`config.mk`:
```
export PLATFORM = sky130hd
export DESIGN_NAME = chg_capture
export DESIGN_NICKNAME = d
export VERILOG_FILES = /design/src/rtl/chg_pkg.sv /design/src/rtl/chg_sync.sv /design/src/rtl/chg_mask_reg.sv /design/src/rtl/chg_detect.sv /design/src/rtl/chg_out_stage.sv /design/src/rtl/chg_capture.sv
export SDC_FILE = /design/constraint.sdc
export NUM_CORES = 1
export LEC_CHECK = 0
export ABC_AREA = 0
export ABC_CLOCK_PERIOD_IN_PS = 5200
export BUFFER_PORTS_ARGS = -buffer_cell sky130_fd_sc_hd__buf_2
export CORE_ASPECT_RATIO = 0.9
export CORE_UTILIZATION = 47
export DETAILED_ROUTE_END_ITERATION = 6
export GPL_ROUTABILITY_DRIVEN = 0
export PLACE_DENSITY = 0.77
export SETUP_SLACK_MARGIN = 0.15
export SLEW_MARGIN = 0
export SYNTH_ARGS = -nofsm -noshare
export SYNTH_HDL_FRONTEND = slang
export SYNTH_SLANG_ARGS = --single-unit
```
`constraint.sdc`:
```
create_clock -name clk -period 5.2 [get_ports clk]
set_input_delay 0.52 -clock clk [delete_from_list [all_inputs] [get_ports clk]]
set_output_delay 0.52 -clock clk [all_outputs]
set_load 0.005 [all_outputs]
```
`src/rtl/chg_pkg.sv`:
```
package chg_pkg;
  typedef enum logic {
    ST_OFF,
    ST_LIVE
  } det_state_t;

  localparam int MIN_SYNC_STAGES = 2;
endpackage

```
`src/rtl/chg_sync.sv`:
```
module chg_sync #(
  parameter int W      = 32,
  parameter int STAGES = 2
) (
  input  logic         clk,
  input  logic         rst_n,
  input  logic [W-1:0] d,
  output logic [W-1:0] q
);
  logic [W-1:0] stg [STAGES];

  for (genvar i = 0; i < STAGES; i++) begin : g_stage
    if (i == 0) begin : g_first
      always_ff @(posedge clk) begin
        if (!rst_n) stg[0] <= '0;
        else        stg[0] <= d;
      end
    end else begin : g_next
      always_ff @(posedge clk) begin
        if (!rst_n) stg[i] <= '0;
        else        stg[i] <= stg[i-1];
      end
    end
  end

  assign q = stg[STAGES-1];
endmodule

```
`src/rtl/chg_mask_reg.sv`:
```
module chg_mask_reg #(
  parameter int         W         = 32,
  parameter logic [W-1:0] RESET_VAL = '1
) (
  input  logic         clk,
  input  logic         rst_n,
  input  logic         enable,
  input  logic         wr,
  input  logic [W-1:0] wdata,
  output logic [W-1:0] mask
);
  // Loads are accepted only while the unit is disabled.
  always_ff @(posedge clk) begin
    if (!rst_n)              mask <= RESET_VAL;
    else if (wr && !enable)  mask <= wdata;
  end
endmodule

```
`src/rtl/chg_detect.sv`:
```
module chg_detect
  import chg_pkg::*;
#(
  parameter int W = 32
) (
  input  logic         clk,
  input  logic         rst_n,
  input  logic         enable,
  input  logic [W-1:0] mask,
  input  logic [W-1:0] samp,
  output logic         hit,
  output logic         arm,
  output logic [W-1:0] word
);
  det_state_t   state_q;
  logic [W-1:0] ref_q;
  logic [W-1:0] diff;

  always_comb begin
    diff = (samp ^ ref_q) & mask;
    arm  = enable && (state_q == ST_OFF);
    hit  = enable && (state_q == ST_LIVE) && (|diff);
    word = samp;
  end

  // The reference follows every sample, so unmonitored changes never
  // accumulate into a later false hit.
  always_ff @(posedge clk) begin
    if (!rst_n) begin
      state_q <= ST_OFF;
      ref_q   <= '0;
    end else if (!enable) begin
      state_q <= ST_OFF;
    end else begin
      state_q <= ST_LIVE;
      ref_q   <= samp;
    end
  end
endmodule

```
`src/rtl/chg_out_stage.sv`:
```
module chg_out_stage #(
  parameter int W = 32
) (
  input  logic         clk,
  input  logic         rst_n,
  input  logic         hit,
  input  logic         arm,
  input  logic [W-1:0] word,
  input  logic         cap_ready,
  output logic         cap_valid,
  output logic [W-1:0] cap_data,
  output logic         overflow
);
  logic take;
  logic room;

  always_comb begin
    take = cap_valid && cap_ready;
    room = !cap_valid || take;
  end

  always_ff @(posedge clk) begin
    if (!rst_n) begin
      cap_valid <= 1'b0;
      cap_data  <= '0;
    end else if (hit && room) begin
      cap_valid <= 1'b1;
      cap_data  <= word;
    end else if (take) begin
      cap_valid <= 1'b0;
    end
  end

  always_ff @(posedge clk) begin
    if (!rst_n)              overflow <= 1'b0;
    else if (arm)            overflow <= 1'b0;
    else if (hit && !room)   overflow <= 1'b1;
  end
endmodule

```
`src/rtl/chg_capture.sv`:
```
module chg_capture
  import chg_pkg::*;
#(
  parameter int W           = 32,
  parameter int SYNC_STAGES = MIN_SYNC_STAGES
) (
  input  logic         clk,
  input  logic         rst_n,
  input  logic         enable,
  input  logic         mask_wr,
  input  logic [W-1:0] mask_data,
  input  logic [W-1:0] port_in,
  output logic         cap_valid,
  input  logic         cap_ready,
  output logic [W-1:0] cap_data,
  output logic         overflow
);
  localparam int STAGES = (SYNC_STAGES < MIN_SYNC_STAGES) ? MIN_SYNC_STAGES : SYNC_STAGES;

  logic [W-1:0] samp;
  logic [W-1:0] mask;
  logic [W-1:0] word;
  logic         hit;
  logic         arm;

  chg_sync #(.W(W), .STAGES(STAGES)) sync_i (
    .clk(clk), .rst_n(rst_n), .d(port_in), .q(samp)
  );

  chg_mask_reg #(.W(W), .RESET_VAL({W{1'b1}})) mask_i (
    .clk(clk), .rst_n(rst_n), .enable(enable), .wr(mask_wr),
    .wdata(mask_data), .mask(mask)
  );

  chg_detect #(.W(W)) det_i (
    .clk(clk), .rst_n(rst_n), .enable(enable), .mask(mask), .samp(samp),
    .hit(hit), .arm(arm), .word(word)
  );

  chg_out_stage #(.W(W)) out_i (
    .clk(clk), .rst_n(rst_n), .hit(hit), .arm(arm), .word(word),
    .cap_ready(cap_ready), .cap_valid(cap_valid), .cap_data(cap_data),
    .overflow(overflow)
  );
endmodule

```
==> After elaboration in Yosys (flattened, before gate mapping) <==
Memory sizes are Yosys's and may differ from the RTL's.
Index checks and enable logic that the tools add are counted.
{ "totals": {"mem_bits_rw": 64, "in_bits": 69, "romBits": 0, "regBits": 99, "latchBits": 0, "memories": 1, "out_inout_bits": 34} }
{ "mem_list": {"columns": ["memory", "depth", "width", "read_ports", "rd_ports_with_merged_regs", "write_ports", "line", "rtl"], "rows": [
  ["sync_i.stg", 2, 32, 2, 0, 2, "chg_sync.sv:10", "logic [W-1:0] stg [STAGES];"]
]} }
{ "op_classes": {"n_bitwise": 6, "shifts": 0, "order_cmp": 0, "n_eq_ne": 0, "add_sub_neg": 0, "div": 0, "mux": 7, "reduce_logical": 14, "mul": 0} }
{ "ops": {"columns": ["cell", "count"], "rows": [
  ["32-bit two-way mux", 2],
  ["32-bit AND", 1],
  ["32-bit OR reduction", 1],
  ["32-bit bitwise XOR", 1],
  ["1-bit logical AND", 7],
  ["1-bit two-way mux", 5],
  ["1-bit zero test", 3],
  ["1-bit inverter", 2],
  ["1-bit OR", 2],
  ["2-bit nonzero test", 1],
  ["2-bit OR reduction", 1],
  ["1-bit logical OR", 1]
]} }

==> Logic depth before layout (Yosys ltp) <==
Gate-level depths: netlist (run 1).
{ "depth": {"depth_word": 6, "depth_mapped": 7} }

==> Hierarchy <==
Synthesis (run 1) repeated with hierarchy kept, for this count alone.
{ "unflattened": {"cells_unflattened": 613, "area_unflattened_um2": 6595.1} }
{ "modules_own_cells": {"columns": ["mod", "n_inst", "area_per_inst_um2", "cells_each"], "rows": [
  ["chg_detect", 1, 1916.8, 190],
  ["chg_sync", 1, 1791.7, 134],
  ["chg_mask_reg", 1, 1498.9, 143],
  ["chg_out_stage", 1, 1387.6, 146]
]} }

==> Worst setup path before layout (run 1) <==
Ideal clock, no wire load.
{ "synth_timing": {"path_type": "input -> register", "startpoint": "in enable", "endpoint": "reg out_i.cap_data[10]", "arrival_ps": 1652, "t_required_ps": 5128, "stages": 5, "path_slack_ps": 3477, "n_path_buf": 2, "setup_ps": 72, "path_cell_list": "clkbuf_1 nand2_1 nor3_2 buf_6 mux2i_1"} }
{ "synth_via": {"elab_chain_len": 3} }
{ "synth_lines": {"columns": ["item", "line", "rtl"], "rows": [
  ["from (decl)", "chg_capture.sv:9", "input logic enable,"],
  ["1-bit logical AND (2 in a row)", "chg_detect.sv:22", "hit = enable && (state_q == ST_LIVE) && (|diff);"],
  ["1-bit logical AND", "chg_out_stage.sv:26", "end else if (hit && room) begin"],
  ["to (signal assigned)", "chg_out_stage.sv:28", "cap_data <= word;"],
  ["to (decl)", "chg_out_stage.sv:11", "output logic [W-1:0] cap_data,"]
]} }
Every way passes these cells.
A chain may end at the register's enable or synchronous reset.

==> results of run 1 <==
## layout make-up
class | instances | share of cell area
Clock buffer | 19 | 0.0643
Clock inverter | 13 | 0.0258
Inverter | 1 | 0.000533
Multi-Input combinational cell | 383 | 0.340
Sequential cell | 163 | 0.464
Tap cell | 160 | 0.0284
Timing Repair Buffer | 106 | 0.0771
## cells by family after synthesis
kind of cell / after synthesis / share of synthesized area
multiplexers: 64 / 0.110
buffers and inverters: 36 / 0.0274
flip-flops: 163 / 0.562
AO/OA/AOI/OAI: 19 / 0.0252
XOR/XNOR: 32 / 0.0483
AND/OR/NAND/NOR: 268 / 0.227
## state kept, by name, indices dropped and copies added, names as in the netlist
name,count
det_i.state_q,1
out_i.overflow,1
mask_i.mask,32
out_i.cap_data,32
sync_i.stg,64
det_i.ref_q,32
out_i.cap_valid,1
## power groups by stage
stage	registers, mW	logic, mW	clock network [mW]
after global placement	1.35	0.163	0
after floorplan	1.35	0.115	0
after detailed placement	1.35	0.167	0
after CTS	1.33	0.169	1.33
final	1.33	0.167	1.32
after global routing	1.33	0.186	1.40
## metrics by stage
step           area [µm²]   util  instances  power, mW
3_3_place_gp         6400  0.532        813       1.51
6_report             7040  0.585        845       2.81
5_1_grt              7040  0.585        845       2.91
3_5_place_dp         6400  0.532        813       1.52
4_1_cts              7040  0.585        845       2.83
2_1_floorplan        5810      -        582       1.46
## final timing paths
check | cells past startpoint | end | start | slack, ps
hold reg to reg | 1 | sync_i.stg[1][12] | sync_i.stg[0][12] | 430
setup reg to reg | 7 | out_i.cap_data[3] | sync_i.stg[1][8] | 2640
hold / removal | 2 | sync_i.stg[0][15] | port_in[15] | 300
setup / recovery | 7 | out_i.cap_data[3] | sync_i.stg[1][8] | 2640
## layout by cell type, fill, tap and decap left out
| cell | n |
|---|---|
| sky130_fd_sc_hd__xor2_1 | 32 |
| sky130_fd_sc_hd__mux2i_1 | 64 |
| sky130_fd_sc_hd__o21a_1 | 2 |
| sky130_fd_sc_hd__clkinv_4 | 2 |
| sky130_fd_sc_hd__clkbuf_8 | 2 |
| sky130_fd_sc_hd__nor2_1 | 1 |
| sky130_fd_sc_hd__nor2b_2 | 1 |
| sky130_fd_sc_hd__clkinv_2 | 4 |
| sky130_fd_sc_hd__nand4_1 | 4 |
| sky130_fd_sc_hd__nor3_4 | 1 |
| sky130_fd_sc_hd__bufinv_16 | 4 |
| sky130_fd_sc_hd__nand3_1 | 32 |
| sky130_fd_sc_hd__o221a_2 | 1 |
| sky130_fd_sc_hd__nand2_1 | 130 |
| sky130_fd_sc_hd__buf_4 | 5 |
| sky130_fd_sc_hd__dfxtp_1 | 163 |
| sky130_fd_sc_hd__nor4_2 | 1 |
| sky130_fd_sc_hd__buf_2 | 101 |
| sky130_fd_sc_hd__and2_1 | 65 |
| sky130_fd_sc_hd__nor2b_1 | 33 |
| sky130_fd_sc_hd__inv_6 | 1 |
| sky130_fd_sc_hd__a22oi_1 | 16 |
| sky130_fd_sc_hd__clkinvlp_4 | 2 |
| sky130_fd_sc_hd__clkbuf_16 | 17 |
| sky130_fd_sc_hd__inv_1 | 1 |
## per-layer routing
| metal | wire (µm) | part of all wire | vias to the layer above | GRT usage |
|---|---|---|---|---|
| met5 | 0 | 0 | - | 0 |
| met4 | 88 | 0.0076 | 0 | 0.0606 |
| met3 | 588 | 0.051 | 7 | 0.0646 |
| met2 | 5630 | 0.49 | 87 | 0.324 |
| met1 | 5210 | 0.45 | 1893 | 0.231 |
| li1 | - | - | 2054 | - |
==> results_dict.tcl, run 1 <==
set metrics [dict create \
    synthTopCellsByArea "sky130_fd_sc_hd__dfxtp_1 (56%), sky130_fd_sc_hd__mux2i_1 (11%), sky130_fd_sc_hd__nand2_1 (8.4%)" \
    ys_seq_elements 163 \
    tritoncts "done" \
    crit_type "reg -> reg" \
    power-per-cell-area_mw_per_mm2 399 \
    period_minus_slack_ps 2560 \
    drt.antenna.violating_nets 0 \
    run_status "completed" \
    area_delta_synth_final_pct 21.2 \
    dieArea_mm2 0.0128 \
    antenna_fix_cells 0 \
    grt_pass1_vias 3986 \
    cp-end-kind "flip-flop" \
    multi_input_area_mm2 0.00239 \
    rsz_0062_raised_after_global_routing "false" \
    cts.path.max_buffers 2 \
    timing.slew.headroom 0.268 \
    layout.nets 741 \
    post_synth_num_cell_types 19 \
    max_cap_violations 0 \
    route.detailed.drc 0 \
    async_reset_ff_frac 0 \
    post_cts.resized_instances 0 \
    power.internal_mw 2.21 \
    peakVddDrop_uv 325 \
    fin_crit_sh 0.492 \
    worstMarginPinSlew_ps 1100 \
    gr-total-overflow 0 \
    io_buffers 102 \
    drt_iter0_drc 248 \
    synth.top_cell.area_share 0.562 \
    detailroute.via_count 4041 \
    wire_length_of_the_first_global_routing_pass_mm 18.9 \
    pre_cts_ws_ps 2300 \
    hold_vio_cnt_final 0 \
    power.clock.fraction 0.469 \
    synth_common_cells "sky130_fd_sc_hd__dfxtp_1 (163), sky130_fd_sc_hd__nand2_1 (130), sky130_fd_sc_hd__and2_1 (65)" \
    hold_buffers 0 \
    post_synthesis_cell_area_mm2 0.00581 \
    cts_setup_buffers 0 \
    timing.fmax_ghz 0.391 \
    clock-sinks 163 \
    clock_pin_slew_reported_for_the_worst_setup_and_hold_paths_after_clock_tree_synthesis_ps 60 \
    synthesis.nets 651 \
    skew_ps 20.5 \
    synth_top_flop_cell "sky130_fd_sc_hd__dfxtp_1" \
    layout.filler_cells 1018 \
    worstHoldPathType "in -> reg" \
    cts_root_buffer "sky130_fd_sc_hd__clkbuf_16" \
    timing.critical_path.slowest_stage_cell "sky130_fd_sc_hd__nor3_4" \
    die-height_um 107 \
    grt_antenna_before_repair 0 \
    core_area_mm2 0.0120 \
    post_synth_edffs 0 \
    post_synth.cell_area_avg_um2 9.98 \
    avgRoutedWirePerCell_um 13.6 \
    critical_path.startpoint_type "flip-flop" \
    initial_standard_cell_utilization_of_the_core 0.483 \
    floorplan.rows 38 \
    final-max-slew-violation-count 0 \
    cell_chain_critical_path "xor2_1 -> a22oi_1 -> nand4_1 -> nor4_2 -> nor3_4 -> buf_4 -> mux2i_1" \
    critical_path_required_ps 5540 \
    post_route_cells_drive_above_1_share 0.207 \
    synth_largest_area_cell "sky130_fd_sc_hd__dfxtp_1" \
    critPathMaxStageDelay_ps 770 \
    layout.area.seq_mm2 0.00326 \
    io_pins 103 \
    ys_seq_area_frac 0.562 \
    synth_most_common_cell "sky130_fd_sc_hd__dfxtp_1" \
    hold_slack_ps 297 \
    viasPerCell 4.78 \
    grtUsageTotal 0.192 \
    cp_num_buf_inv 1 \
    detail_route.first_pass.iterations 4 \
    clkLatencyLatePin_ps 420 \
    accumulated_negative_setup_slack_ps 0 \
    worst_path_dominant_cell_family "simple AND/OR/NAND/NOR gates" \
    final.setup.worst_slack_ps 2640 \
    worst-path-max-fanout 18 \
    grt_start_max_net_pins 109 \
    cts-htree-levels 4 \
    synth_warnings 0 \
    cp_data_arrival_time_ps 2900 \
    power_switching_mw 0.604 \
    swShare 0.215 \
    synth_cells 582 \
    combinationalPowerShare 0.059 \
    share_seq_of_total_power 0.472 \
    dp_hpwl_mm 7.65 \
    leakagePower_nw 3.23 \
    cts_buffers 17 \
    setup_violations 0 \
    wirelength_mm 11.5 \
    dieWidth_um 119 \
]
(Power assumes the default switching activity.)
==> run 2: changes to the inputs <==
--- a/config.mk
+++ b/config.mk
@@ -6,13 +6,13 @@
 export NUM_CORES = 1
 export LEC_CHECK = 0
 export ABC_AREA = 0
-export ABC_CLOCK_PERIOD_IN_PS = 5200
+export ABC_CLOCK_PERIOD_IN_PS = 2100
 export BUFFER_PORTS_ARGS = -buffer_cell sky130_fd_sc_hd__buf_2
 export CORE_ASPECT_RATIO = 0.9
 export CORE_UTILIZATION = 47
 export DETAILED_ROUTE_END_ITERATION = 6
 export GPL_ROUTABILITY_DRIVEN = 0
-export PLACE_DENSITY = 0.77
+export PLACE_DENSITY = 0.8
 export SETUP_SLACK_MARGIN = 0.15
 export SLEW_MARGIN = 0
 export SYNTH_ARGS = -nofsm -noshare
==> constraint.sdc (replaced) <==
create_clock -name clk -period 2.1 [get_ports clk]
set_input_delay 0.21 -clock clk [delete_from_list [all_inputs] [get_ports clk]]
set_output_delay 0.21 -clock clk [all_outputs]
set_load 0.005 [all_outputs]
==> run 2 against run 1 <==
  * Clock skew decreased by 12 ps
  * Die area did not move
  * Setup slack worse by 2400 ps
  * Via count up 7.2%
  * Design area is 8.1% higher
  * Routed wire length rose by 15%
  * Sequential power rose by 150%
  * Combinational power grew to 3.1 times the previous value
  * Total power grew 150%
  * Critical path type unchanged
  * Largest power group unchanged
==> results_dict.tcl, run 2 (synthesis results as in run 1) <==
set metrics [dict create \
    layout.area.seq_mm2 0.00326 \
    io_pins 103 \
    die-height_um 107 \
    run_status "completed" \
    grt_pass1_vias 4519 \
    gr-total-overflow 0 \
    area_delta_synth_final_pct 31.1 \
    tritoncts "done" \
    dieArea_mm2 0.0128 \
    worst_path_dominant_cell_family "simple AND/OR/NAND/NOR gates" \
    cts_buffers 17 \
    detailroute.via_count 4332 \
    clkLatencyLatePin_ps 430 \
    timing.fmax_ghz 0.525 \
    critical_path.startpoint_type "flip-flop" \
    core_area_mm2 0.0120 \
    grtUsageTotal 0.220 \
    cts-htree-levels 4 \
    accumulated_negative_setup_slack_ps 0 \
    top_layer_used_by_detailed_routing "met4" \
    hold_vio_cnt_final 0 \
    route.detailed.drc 0 \
    wire_length_of_the_first_global_routing_pass_mm 21.5 \
    fin_crit_sh 0.907 \
    timing.slew.headroom 0.620 \
    rsz_0062_raised_after_global_routing "false" \
    skew_ps 8.11 \
    cts.path.max_buffers 2 \
    cp-end-kind "flip-flop" \
    reg2reg_setup_slack_ps 200 \
    cell_chain_critical_path "xor2_1 -> a22oi_1 -> nand4_1 -> nor4_4 -> nor3_4 -> buf_12 -> mux2i_2" \
    largest_reg_flops 64 \
    drt_iter0_drc 236 \
    initial_standard_cell_utilization_of_the_core 0.483 \
    instances_no_fill 897 \
    floorplan.rows 38 \
    critical_path_required_ps 2440 \
    routed-wl-met3_um 596 \
    leakagePower_nw 3.47 \
    detail_route.first_pass.iterations 4 \
    peakVddDrop_uv 605 \
    setup_violations 0 \
    io_buffers 102 \
    layout.filler_cells 913 \
    final-max-slew-violation-count 0 \
    drt.antenna.violating_nets 0 \
    timing.critical_path.slowest_stage_cell "sky130_fd_sc_hd__nor4_4" \
    clock-sinks 163 \
    cp_data_arrival_time_ps 2250 \
    dp_hpwl_mm 8.62 \
    avgRoutedWirePerCell_um 14.8 \
    worst-path-max-fanout 16 \
    detail_route.wirelength.met1_mm 5.86 \
    viasPerCell 4.83 \
    clock_pin_slew_reported_for_the_worst_setup_and_hold_paths_after_clock_tree_synthesis_ps 60 \
    power-per-cell-area_mw_per_mm2 920 \
    grt_start_max_net_pins 60 \
    multi_input_area_mm2 0.00242 \
    max_cap_violations 0 \
    place_inst 822 \
    cp_num_buf_inv 1 \
    worstHoldPathType "in -> reg" \
    post_route_cells_drive_above_1_share 0.212 \
    grt_antenna_before_repair 0 \
    cts_root_buffer "sky130_fd_sc_hd__clkbuf_16" \
    wirelength_mm 13.3 \
    period_minus_slack_ps 1900 \
    largest-register "sync_i.stg" \
    worstMarginPinSlew_ps 569 \
    final_common_cell "sky130_fd_sc_hd__dfxtp_1" \
    layout.nets 793 \
    dieWidth_um 119 \
    critPathMaxStageDelay_ps 380 \
    final_cell_mix "sky130_fd_sc_hd__dfxtp_1 (162), sky130_fd_sc_hd__nand2_1 (130), sky130_fd_sc_hd__buf_2 (101)" \
    antenna_fix_cells 0 \
    dr_wl_met2_mm 6.56 \
    crit_type "reg -> reg" \
]
run 2: cell types whose count changed in the layout (fill, tap and decap cells not counted), moves of 3 or more:
cell / before / now
sky130_fd_sc_hd__clkinv_4: 2 / 5
sky130_fd_sc_hd__buf_12: 0 / 5
sky130_fd_sc_hd__a22oi_2: 0 / 3
sky130_fd_sc_hd__dlygate4sd3_1: 0 / 43
sky130_fd_sc_hd__a22oi_1: 16 / 13
sky130_fd_sc_hd__clkinv_2: 4 / 1
sky130_fd_sc_hd__buf_4: 5 / 9
run 2: metal layers:
layer / vias to the layer above / global-route usage
li1: 2166 / -
met1: 2041 / 0.261
met2: 105 / 0.374
met3: 20 / 0.0662
met4: 0 / 0.0859
met5: - / 0
run 2: final timing paths:
path | end | cells after the start | from
worst max-delay path | out_i.cap_data[2] | 7 | sync_i.stg[1][20]
worst max register to register | out_i.cap_data[2] | 7 | sync_i.stg[1][20]
worst min-delay path | mask_i.mask[30] | 3 | mask_data[30]
worst min register to register | sync_i.stg[1][8] | 1 | sync_i.stg[0][8]
run 2: area by class of cell:
type                    count  area share
multi-input cells         383       0.318
inverters                   1    0.000493
well taps                 160      0.0263
repair buffers            158       0.145
clock inverters            14      0.0235
flip-flops and latches    163       0.429
clock buffers              18      0.0577
run 2: per-stage QoR:
stage          area (µm²)  hold WS (ps)  total power [mW]  setup slack, ps  utilization
6_report             7610          15.6              7.00              195        0.633
3_3_place_gp         6540           416              3.78              241        0.543
3_5_place_dp         6540           418              3.80              231        0.543
5_1_grt              7610         0.768              7.25              130        0.633
4_1_cts              7570         0.144              7.02              184        0.630
2_1_floorplan        5810           334              3.62              482            -
run 2: where the power goes:
group | switching (mW) | leakage, nW | internal (mW)
clock | 1.27 | 0.293 | 1.91
combinational | 0.249 | 1.83 | 0.272
sequential | 0.0739 | 1.34 | 3.22
run 2: worst min-delay path: stages:
cell	delay [ps]
sky130_fd_sc_hd__buf_2	90
sky130_fd_sc_hd__nand2_1	40
sky130_fd_sc_hd__nand3_1	70
run 2: what timing repair did:
action	in CTS	in global routing
buffers inserted	0	0
hold buffers	42	1
hold endpoints to repair	42	1
endpoints found under the setup margin	0	32
gates resized for setup	0	6
